===== src/rtl/cser_pkg.sv =====
// Shared types for the converter serial result framer.
// Assumes nothing beyond a single clock domain.
package cser_pkg;
    // Frame sequencer states: idle, waiting for serial clock phase, shifting
    typedef enum logic [1:0] {
        SEQ_IDLE  = 2'd0,
        SEQ_ARM   = 2'd1,
        SEQ_SHIFT = 2'd2
    } seq_state_e;
endpackage


===== src/rtl/cser_clk_phase.sv =====
// Serial clock phase generator.
// Produces the serial clock level as a divide-by-two of the converter clock.
// When neither continuous mode nor an active frame asks for toggling, it rests high.
// Assumes: frame_act_i comes from a register in the same domain.
module cser_clk_phase (
    input  logic clk,
    input  logic rst_n,
    input  logic free_run_i,
    input  logic frame_act_i,
    output logic ph_o,
    output logic ph_nxt_o
);
    // Next phase: invert while toggling is requested, otherwise rest high
    always_comb begin
        ph_nxt_o = (free_run_i || frame_act_i) ? ~ph_o : 1'b1;
    end

    // Phase register; reset to the idle (high) level
    always_ff @(posedge clk) begin
        if (!rst_n) ph_o <= 1'b1;
        else        ph_o <= ph_nxt_o;
    end
endmodule


===== src/rtl/cser_frame_seq.sv =====
// Frame sequencer.
// Accepts a start while idle and launches the frame on an edge where the
// serial clock rises (or rests high). It then steps the bit index once per
// serial clock rise and ends at the rise after the final bit.
// Assumes: ph_i/ph_nxt_i come from cser_clk_phase; starts during a frame are dropped.
module cser_frame_seq #(
    parameter int FRAME_W = 16,
    localparam int IDX_W  = $clog2(FRAME_W)
) (
    input  logic             clk,
    input  logic             rst_n,
    input  logic             start_i,
    input  logic             ph_i,
    input  logic             ph_nxt_i,
    output logic             active_o,
    output logic [IDX_W-1:0] idx_o
);
    import cser_pkg::*;

    localparam logic [IDX_W-1:0] LAST_IDX = IDX_W'(FRAME_W - 1);

    seq_state_e       state_q;
    logic [IDX_W-1:0] idx_q;

    // State and bit index update
    always_ff @(posedge clk) begin
        if (!rst_n) begin
            state_q <= SEQ_IDLE;
            idx_q   <= '0;
        end else begin
            case (state_q)
                SEQ_IDLE: begin
                    if (start_i) begin
                        idx_q   <= '0;
                        state_q <= ph_nxt_i ? SEQ_SHIFT : SEQ_ARM;
                    end
                end
                SEQ_ARM: begin
                    if (ph_nxt_i) begin
                        idx_q   <= '0;
                        state_q <= SEQ_SHIFT;
                    end
                end
                SEQ_SHIFT: begin
                    if (!ph_i) begin
                        if (idx_q == LAST_IDX) state_q <= SEQ_IDLE;
                        else                   idx_q   <= idx_q + 1'b1;
                    end
                end
                default: state_q <= SEQ_IDLE;
            endcase
        end
    end

    // Outputs taken straight from state
    always_comb begin
        active_o = (state_q == SEQ_SHIFT);
        idx_o    = idx_q;
    end
endmodule


===== src/rtl/cser_bit_drive.sv =====
// Result holder and open-drain line driver.
// Holds the latest result; captures are blocked while result bits are on the line.
// Selects the current frame bit and forms the active-low pull enables.
// Assumes: idx_i counts frame bits from 0, header first.
module cser_bit_drive #(
    parameter int RES_W   = 12,
    parameter int HDR_W   = 4,
    localparam int FRAME_W = RES_W + HDR_W,
    localparam int IDX_W   = $clog2(FRAME_W)
) (
    input  logic             clk,
    input  logic             rst_n,
    input  logic [RES_W-1:0] res_i,
    input  logic             res_vld_i,
    input  logic             active_i,
    input  logic [IDX_W-1:0] idx_i,
    input  logic             ph_i,
    output logic             fs_pull_n_o,
    output logic             sck_pull_n_o,
    output logic             sd_pull_n_o
);
    logic [RES_W-1:0]   res_q;
    logic [FRAME_W-1:0] word;
    logic [IDX_W-1:0]   pos;
    logic               in_result;

    // Result bits are on the line from header end to frame end
    always_comb begin
        in_result = active_i && (idx_i >= IDX_W'(HDR_W));
    end

    // Result capture, frozen while result bits are being sent
    always_ff @(posedge clk) begin
        if (!rst_n)                      res_q <= '0;
        else if (res_vld_i && !in_result) res_q <= res_i;
    end

    // Frame word and current bit position, first bit at the top
    always_comb begin
        word = {{HDR_W{1'b0}}, res_q};
        pos  = IDX_W'(FRAME_W - 1) - idx_i;
    end

    // Open-drain pull enables: 0 pulls the line low, 1 releases it
    always_comb begin
        fs_pull_n_o  = ~active_i;
        sck_pull_n_o = ph_i;
        sd_pull_n_o  = active_i ? word[pos] : 1'b1;
    end
endmodule


===== src/rtl/conv_serial_framer.sv =====
// Converter serial result framer, top level.
// Sends {HDR_W zeros, RES_W-bit result} framed by an active-low strobe, on a
// serial clock at half the converter clock rate, continuous or gated.
// Assumes: conv_start_i is a one-clock pulse; sck_free_i changes only between frames.
module conv_serial_framer #(
    parameter int RES_W = 12,
    parameter int HDR_W = 4
) (
    input  logic             clk,
    input  logic             rst_n,
    input  logic             conv_start_i,
    input  logic [RES_W-1:0] res_i,
    input  logic             res_vld_i,
    input  logic             sck_free_i,
    output logic             fs_pull_n_o,
    output logic             sck_pull_n_o,
    output logic             sd_pull_n_o
);
    localparam int FRAME_W = RES_W + HDR_W;
    localparam int IDX_W   = $clog2(FRAME_W);

    logic             ph;
    logic             ph_nxt;
    logic             active;
    logic [IDX_W-1:0] idx;

    cser_clk_phase u_phase (
        .clk         (clk),
        .rst_n       (rst_n),
        .free_run_i  (sck_free_i),
        .frame_act_i (active),
        .ph_o        (ph),
        .ph_nxt_o    (ph_nxt)
    );

    cser_frame_seq #(.FRAME_W(FRAME_W)) u_seq (
        .clk      (clk),
        .rst_n    (rst_n),
        .start_i  (conv_start_i),
        .ph_i     (ph),
        .ph_nxt_i (ph_nxt),
        .active_o (active),
        .idx_o    (idx)
    );

    cser_bit_drive #(.RES_W(RES_W), .HDR_W(HDR_W)) u_drive (
        .clk          (clk),
        .rst_n        (rst_n),
        .res_i        (res_i),
        .res_vld_i    (res_vld_i),
        .active_i     (active),
        .idx_i        (idx),
        .ph_i         (ph),
        .fs_pull_n_o  (fs_pull_n_o),
        .sck_pull_n_o (sck_pull_n_o),
        .sd_pull_n_o  (sd_pull_n_o)
    );
endmodule


===== config.mk =====
export PLATFORM = sky130hd
export DESIGN_NAME = conv_serial_framer
export DESIGN_NICKNAME = d
export VERILOG_FILES = /design/src/rtl/cser_pkg.sv /design/src/rtl/cser_clk_phase.sv /design/src/rtl/cser_frame_seq.sv /design/src/rtl/cser_bit_drive.sv /design/src/rtl/conv_serial_framer.sv
export SDC_FILE = /design/constraint.sdc
export NUM_CORES = 1
export LEC_CHECK = 0
export ABC_AREA = 1
export CAP_MARGIN = 20
export CORE_MARGIN = 1
export CORE_UTILIZATION = 52
export DETAILED_ROUTE_END_ITERATION = 10
export DONT_BUFFER_PORTS = 1
export PLACE_DENSITY = 0.77
export SYNTH_ARGS = -nofsm -noshare
export SYNTH_HDL_FRONTEND = slang
export SYNTH_SLANG_ARGS = --single-unit

===== constraint.sdc =====
create_clock -name clk -period 1.56 [get_ports clk]
set_clock_uncertainty 0.05 [all_clocks]
set_input_delay 0.312 -clock clk [delete_from_list [all_inputs] [get_ports clk]]
set_output_delay 0.312 -clock clk [all_outputs]
set_load 0.01 [all_outputs]

==> out/qor_table.md, run 1 <==
| Step | Item | This run |
|:---|:---|:---|
| run status | Run status | finished with violations |
| run status | Failing checks | setup timing |
| worst setup path | Required time worst endpoint | 1.20 ns |
| final layout | Post-route standard cell area excluding fillers | 1090 µm² |
| sta | Portion of the clock cycle consumed by the worst path in the final layout | 104% |
| worst setup path | Startpoint kind of the worst setup timing path | flop |
| worst setup path | Arrival time of data at the critical path endpoint | 1.26 ns |
| min path | Worst hold path depth | 1 |
| worst setup path | Crit path buffers/inverters | 1 |
| place | Cell area reported after detailed placement | 1000 µm² |
| final layout | Area of the multi-input gates | 561 µm² |
| drt | Antenna Violating Nets Remaining | 0 |
| worst setup path | Top Family by Delay on Critical Path | flip-flops |
| grt | Number of antenna violations at the first check in global routing | 0 |
| worst setup path | Worst Path Max Fanout | 4 |
| worst setup path | Worst r2r path cells | 8 |
| place | Placed wire-length estimate after detailed placement | 1460 µm |
| worst setup path | Critical Setup Path Class | flop to output pin |
| cts | Clock buffers created by TritonCTS | 3 |
| final layout | Most frequent standard cell in the layout excluding fill and tap cells | nor2_1 |
| synth | Sequential area share after synthesis | 38.0% |
| synth | Post-Syn Nets | 168 |
| sta | Final setup vio count | 1 |
| sta | Maximum operating frequency | 618 MHz |
| cts | Root cell of the clock tree | clkbuf_4 |
| floorplan | Area of the die | 2100 µm² |
| min path | Hold Path Origin | rst_n |
| cts | Number of clock sinks seen by CTS | 19 |
| drt | First-pass iteration count of the detailed router | 4 |
| worst setup path | Flop-to-flop setup slack | 0.14 ns |
| grt | Vias in the first global route | 763 |
| synth | Top-area cell type share of the netlist area | 38.0% |
| worst setup path | Endpoint type of the worst setup path | output pin |
| final layout | Reg area | 389 µm² |
| drt | Avg WL per Cell | 11.1 µm |
| floorplan | Placement row count | 15 |
| floorplan | Top-level port count | 20 |
| synth | Mapped cell area | 1000 µm² |
| floorplan | X dimension of the die | 45.9 µm |
| place | Placer Congestion | 0.797 |
| final layout | Fill cell instance count of the final layout | 171 |
| grt | Global-route wire length before repair | 2950 µm |
| cts | Source-to-sink clock delay at the later pin of the worst-skew pair | 0.29 ns |
| place | Cell total after placement | 172 |
| power | Power per unit of standard cell area | 1670 nW/µm² |
| drt | Vias post-DR | 905 |
| final layout | Share of layout cells above drive strength 1 | 19.1% |
| final layout | Diodes inserted | 0 |
| job | Max Cap Violations | 0 |
| synth | Ys Warns | 0 |
| final layout | Relative area change from synthesis to final layout | 8.62% |
| worst setup path | FF-to-FF End | u_seq.idx_o[3]$_SDFFE_PN0P_ |
| worst setup path | Cell with the largest stage delay on the worst path | dfxtp_4 |
| final layout | Count of non-filler cells in the finished layout | 177 |
| floorplan | Core box area | 1760 µm² |
| sta | Max-slew headroom at the worst pin | 80.5% |
| power | Total power | 1.81 mW |
| cts | Count of H-tree levels built during CTS | 1 |
| final layout | Leading cell types in the layout, fill and taps excluded | nor2_1 (42), nand2_1 (24), o21ai_1 (16), dfxtp_1 (16) |
| worst setup path | Slowest Stage Delay on Critical Path | 0.37 ns |
| synth | Average size of a mapped cell | 6.67 µm² |
| final layout | Net count of the finished layout | 171 |
| sta | Minimum period implied by the final worst setup slack | 1.62 ns |
| sta | Setup repair after global routing missed its margin | yes |
| drt | Routed Wire Length | 1960 µm |
| drt | DRC Markers | 0 |
| floorplan | Initial core utilization | 56.7% |
| sta | Fin worst setup slack | -0.0572 ns |
| worst setup path | FF-to-FF Start | u_seq.idx_o[0]$_SDFFE_PN0P_ |
| synth | Ranking of synthesized cells by area | dfxtp_1 (38%), nor2_1 (18%), nand2_1 (9.4%) |
| min path | Path category of the worst min-delay check | input port to flop |
| grt | Global router's overall resource usage | 19.4% |
| cts | CTS clock-pin slew for the worst setup and hold paths | 0.10 ns |
| synth | Yosys reg bits | 19 |
| synth | Cell type with the highest aggregate area in the netlist | dfxtp_1 |
| synth | Synth unique cells | 20 |
| place | Count of input and output buffers | 0 |
| power | Worst IR Drop VDD | 855 µV |
| grt | Largest net degree at the start of global routing | 19 |
| drt | Vias per cell | 5.11 |
| sta | Pins over their slew limit | 0 |
| worst setup path | Ordered cell list for the critical path | buf_6, nor2_2, nor2_1, o21ai_1, nand2_1, a21oi_2, nand2_2 |
| cts | Number of buffers on the longest clock path | 2 |
| cts | Clock tree from TritonCTS | built |
| cts | Hold-fix buffer count after cts | 0 |
| sta | Slew at the pin closest to its max-slew limit | 0.292 ns |
| grt | Total global routing overflow | 0 |
| floorplan | Chip Height | 45.9 µm |
| drt | Number of design-rule violations left by the first detailed-router iteration | 10 |
| sta | Final Hold Viols | 0 |
| sta | Final-layout worst hold slack | 0.0475 ns |
| power | Leak Pwr | 0.492 nW |
| min path | Worst Hold Path EP | u_phase.ph_o$_SDFF_PN1_ |
| synth | Mapped Cells | 150 |
[worst max path at each step]
stage | from | endpoint | slack [ns] | cells past startpoint
floorplan | u_seq.idx_o[0]$_SDFFE_PN0P_ | sd_pull_n_o | 0.21 | 6
global placement | u_seq.idx_o[0]$_SDFFE_PN0P_ | sd_pull_n_o | 0.20 | 7
detailed placement | u_seq.idx_o[0]$_SDFFE_PN0P_ | sd_pull_n_o | 0.16 | 7
CTS | u_seq.idx_o[0]$_SDFFE_PN0P_ | sd_pull_n_o | -0.09 | 7
global route | u_seq.idx_o[1]$_SDFFE_PN0P_ | sd_pull_n_o | -0.15 | 6
finish | u_seq.idx_o[0]$_SDFFE_PN0P_ | sd_pull_n_o | -0.06 | 7
[cells by family (layout without fill, tap and decap cells)]
logic type                 after synthesis  count (layout)  share of synthesized area [%]
adders and majority gates                1               1                           1.25
DFF                                     19              19                           38.0
AOI/OAI and AO/OA                       23              23                           11.9
buffers and inverters                   16              18                           8.87
and+or+nand+nor                         91              91                           40.0
[Yosys cell counts]
master and number:
nand3_4 1, o21ai_2 1, nor3_1 2, ha_1 1
buf_8 1, buf_2 2, inv_1 8, nand3_2 2
nand2_1 25, nand3_1 8, dfxtp_1 19, nor2_1 47
nand2_2 4, nor2_2 1, a21oi_1 4, buf_6 2
inv_2 3, nor2_4 1, o21ai_1 10, o21ai_0 8
[where the power goes]
group | switching [mW] | leakage (nW) | total (mW) | internal, mW
combinational | 0.522 | 0.318 | 0.846 | 0.324
clock | 0.140 | 0.0150 | 0.239 | 0.0992
sequential | 0.130 | 0.159 | 0.728 | 0.598
total | 0.791 | 0.492 | 1.81 | 1.02
[worst register-to-register path: stages, from the launching register on]
cell and delay (ns):
dfxtp_4 0.37, buf_12 0.13, ha_1 0.22, nand3_1 0.10, nand2_2 0.06, nand2_2 0.11
nand3_4 0.11, a21oi_1 0.13, nor2_1 0.05
[routing by layer]
metal	track usage [%]	wire length (µm)
met1	23.8	941
met2	31.8	938
met3	3.17	55
met4	10.6	27
met5	0	0
[state kept, by name, indices dropped and copies added (netlist names)]
signal         cells
u_seq.idx_o        4
u_seq.state_q      2
u_drive.res_q     12
u_phase.ph_o       1
[metrics by stage]
| stage | setup slack [ns] | TNS [ns] | util (%) |
|---|---|---|---|
| after floorplan | 0.214 | 0 | - |
| after global placement | 0.199 | 0 | 56.7 |
| after detailed placement | 0.162 | 0 | 56.7 |
| after CTS | -0.0875 | -0.0875 | 60.1 |
| after global routing | -0.149 | -0.149 | 61.6 |
| final | -0.0572 | -0.0572 | 61.6 |
[repair_timing]
item                       CTS  global route
pin swaps                    5             7
setup endpoints to repair    1             1
gates resized for setup      9            12
setup buffers                1             0
[cell type report]
| class | count | area share, % |
|---|---|---|
| Clock buffer | 4 | 2.42 |
| Inverter | 11 | 3.80 |
| Multi-Input combinational cell | 115 | 51.6 |
| Sequential cell | 19 | 35.8 |
| Tap cell | 25 | 2.88 |
| Timing Repair Buffer | 3 | 3.57 |
Note: power is estimated with default switching activity, not from simulation.
==> run 2: changes to the inputs <==
--- a/config.mk
+++ b/config.mk
@@ -7,6 +7,7 @@
 export LEC_CHECK = 0
 export ABC_AREA = 1
 export CAP_MARGIN = 20
+export CORE_ASPECT_RATIO = 1.1
 export CORE_MARGIN = 1
 export CORE_UTILIZATION = 52
 export DETAILED_ROUTE_END_ITERATION = 10
==> run 2 against run 1 <==
  * The run still ends with setup timing left
  * Non-clock buffer count shrank 1
  * Flip-flop and latch count unchanged
  * Sequential share of layout area is 0.92 points higher
  * Cell count is 4.5% lower
  * Clock power rose by 10%
  * Setup slack got worse by 0.048 ns
  * Highest routed layer unchanged
  * Total power fell by 1.1%
  * Combinational power decreased by 4.3%
  * Largest power group unchanged
==> out/qor_table.md, run 2 (synthesized netlist as in run 1, its figures left out) <==
| Step | Item | This run | Delta |
|:---|:---|:---|:---|
| sta | Final setup vio count | 1 | unchanged |
| power | Worst IR Drop VDD | 852 µV | was 855 µV |
| drt | Vias post-DR | 913 | was 905 |
| final layout | Count of non-filler cells in the finished layout | 169 | was 177 |
| cts | Source-to-sink clock delay at the later pin of the worst-skew pair | 0.31 ns | was 0.29 ns |
| final layout | Diodes inserted | 0 | unchanged |
| sta | Setup repair after global routing missed its margin | yes | unchanged |
| floorplan | Top-level port count | 20 | unchanged |
| drt | Met3 WL post-DR | 86 µm | was 55 µm |
| cts | Root cell of the clock tree | clkbuf_4 | unchanged |
| drt | Antenna Violating Nets Remaining | 0 | unchanged |
| drt | Number of design-rule violations left by the first detailed-router iteration | 22 | was 10 |
| final layout | Most frequent standard cell in the layout excluding fill and tap cells | nor2_1 | unchanged |
| place | Placed wire-length estimate after detailed placement | 1500 µm | was 1460 µm |
| final layout | Net count of the finished layout | 170 | was 171 |
| floorplan | Initial core utilization | 55.6% | was 56.7% |
| sta | Fin worst setup slack | -0.105 ns | was -0.0572 ns |
| drt | Routed Wire Length | 2040 µm | was 1960 µm |
| floorplan | Placement row count | 16 | was 15 |
| place | Placer Congestion | 0.864 | was 0.797 |
| worst setup path | Required time worst endpoint | 1.20 ns | about the same |
| cts | Clock tree from TritonCTS | built | unchanged |
| place | Cell area reported after detailed placement | 983 µm² | was 1000 µm² |
| sta | Max-slew headroom at the worst pin | 81.0% | was 80.5% |
| power | Total power | 1.79 mW | was 1.81 mW |
| final layout | Leading cell types in the layout, fill and taps excluded | nor2_1 (45), nand2_1 (24), dfxtp_1 (17) | was nor2_1 (42), nand2_1 (24), o21ai_1 (16), dfxtp_1 (16) |
| place | Cell total after placement | 164 | was 172 |
| sta | Maximum operating frequency | 601 MHz | was 618 MHz |
| cts | Number of clock sinks seen by CTS | 19 | unchanged |
| sta | Final Hold Viols | 0 | unchanged |
| worst setup path | First element of the critical path | u_seq.idx_o[0]$_SDFFE_PN0P_ | unchanged |
| final layout | Number of flip-flops under the largest register name | 12 | unchanged |
| sta | Pins over their slew limit | 0 | unchanged |
| sta | Slew at the pin closest to its max-slew limit | 0.285 ns | was 0.292 ns |
| cts | Number of buffers on the longest clock path | 2 | unchanged |
| final layout | Post-route standard cell area excluding fillers | 1050 µm² | was 1090 µm² |
| power | Leak Pwr | 0.478 nW | was 0.492 nW |
| grt | Global-route wire length before repair | 3300 µm | was 2950 µm |
| cts | CTS clock-pin slew for the worst setup and hold paths | 0.12 ns | was 0.10 ns |
| worst setup path | Endpoint type of the worst setup path | output pin | unchanged |
| place | Count of input and output buffers | 0 | unchanged |
| job | Max Cap Violations | 0 | unchanged |
| grt | Largest net degree at the start of global routing | 19 | unchanged |
| final layout | Fill cell instance count of the final layout | 183 | was 171 |
| cts | Count of H-tree levels built during CTS | 1 | unchanged |
| floorplan | X dimension of the die | 43.8 µm | was 45.9 µm |
| final layout | Register name with the most flops | u_drive.res_q | unchanged |
| worst setup path | Worst r2r path cells | 9 | was 8 |
| sta | Portion of the clock cycle consumed by the worst path in the final layout | 107% | was 104% |
| drt | DRC Markers | 0 | unchanged |
| worst setup path | Startpoint kind of the worst setup timing path | flop | unchanged |
| floorplan | Core box area | 1800 µm² | was 1760 µm² |
| worst setup path | Worst Path Max Fanout | 6 | was 4 |
| grt | Vias in the first global route | 765 | was 763 |
| sta | Minimum period implied by the final worst setup slack | 1.66 ns | was 1.62 ns |
| final layout | Share of layout cells above drive strength 1 | 17.2% | was 19.1% |
| grt | Total global routing overflow | 0 | unchanged |
| worst setup path | FF-to-FF End | u_seq.idx_o[3]$_SDFFE_PN0P_ | unchanged |
| cts | Hold-fix buffer count after cts | 0 | unchanged |
| final layout | Relative area change from synthesis to final layout | 4.88% | was 8.62% |
| drt | First-pass iteration count of the detailed router | 4 | unchanged |
| drt | Avg WL per Cell | 12.1 µm | was 11.1 µm |
| floorplan | Area of the die | 2100 µm² | about the same |
| drt | Met1 wire length | 924 µm | was 941 µm |
| run status | Run status | finished with violations | unchanged |
| cts | Clock buffers created by TritonCTS | 3 | unchanged |
| drt | Highest metal layer with signal wires | met4 | unchanged |
| worst setup path | FF-to-FF Start | u_seq.idx_o[0]$_SDFFE_PN0P_ | unchanged |
| worst setup path | Critical path destination | sd_pull_n_o | unchanged |
| floorplan | Chip Height | 48.0 µm | was 45.9 µm |
| run status | Failing checks | setup timing | unchanged |
| power | Power per unit of standard cell area | 1710 nW/µm² | was 1670 nW/µm² |
| drt | Routed length on met2 | 1010 µm | was 938 µm |
| drt | Vias per cell | 5.40 | was 5.11 |
| worst setup path | Arrival time of data at the critical path endpoint | 1.30 ns | was 1.26 ns |
| grt | Global router's overall resource usage | 21.4% | was 19.4% |
| worst setup path | Critical Setup Path Class | flop to output pin | unchanged |
| min path | Path category of the worst min-delay check | input port to flop | unchanged |
| worst setup path | Flop-to-flop setup slack | 0.09 ns | was 0.14 ns |
| grt | Number of antenna violations at the first check in global routing | 0 | unchanged |
run 2: cell count changes in the layout (fill, tap and decap cells not counted), sizes merged:
| cell | previous run | this run |
|---|---|---|
| buf | 3 | 2 |
| clkbuf | 4 | 3 |
| clkinvlp | 0 | 1 |
run 2: worst min-delay path by stage:
stage,from,end,slack (ns),depth (start not counted)
detailed placement,rst_n,u_phase.ph_o$_SDFF_PN1_,0.34,1
global route,rst_n,u_phase.ph_o$_SDFF_PN1_,0.01,1
finish,rst_n,u_phase.ph_o$_SDFF_PN1_,0.02,1
global placement,rst_n,u_phase.ph_o$_SDFF_PN1_,0.34,1
floorplan,rst_n,u_seq.state_q[1]$_SDFFE_PN0P_,0.39,2
CTS,rst_n,u_phase.ph_o$_SDFF_PN1_,0.02,1
run 2: power breakdown:
part	switching, mW	leakage [nW]	internal [mW]	total, mW
clock network	0.165	0.0139	0.0977	0.263
registers	0.130	0.159	0.589	0.719
logic	0.514	0.306	0.296	0.810
run 2: worst max-delay path: stages, from the launching register on:
cell and delay [ns]:
dfxtp_4 0.39, buf_6 0.13, nor2_4 0.07, nor2_1 0.04, o21ai_0 0.06, nand2_1 0.08
a21oi_2 0.13, nand2_2 0.09
run 2: cell type report:
class | count | area [µm²] | area share, %
Clock buffer | 3 | 22.5 | 2.15
Clock inverter | 1 | 7.51 | 0.715
Inverter | 11 | 41.3 | 3.93
Multi-Input combinational cell | 115 | 552 | 52.6
Sequential cell | 19 | 385 | 36.7
Tap cell | 18 | 22.5 | 2.15
Timing Repair Buffer | 2 | 18.8 | 1.79
run 2: per-layer routing:
layer	vias up	track usage (%)
li1	475	-
met1	409	26.5
met2	25	38.2
met3	4	4.15
met4	0	5.63
met5	-	0
run 2: through the flow:
step | hold WS [ns] | util (%) | setup slack (ns) | setup TNS [ns]
3_3_place_gp | 0.335 | 54.6 | 0.121 | 0
3_5_place_dp | 0.342 | 54.6 | 0.0589 | 0
6_report | 0.0207 | 58.3 | -0.105 | -0.105
4_1_cts | 0.0152 | 57.6 | -0.125 | -0.125
5_1_grt | 0.0140 | 58.3 | -0.198 | -0.278
2_1_floorplan | 0.385 | - | 0.214 | 0
run 2: what timing repair did:
item,4_1_cts,5_1_grt
setup buffers,1,0
hold endpoints to repair,0,0
resized for setup,10,5
setup endpoints to repair,1,4
pin swaps,4,2
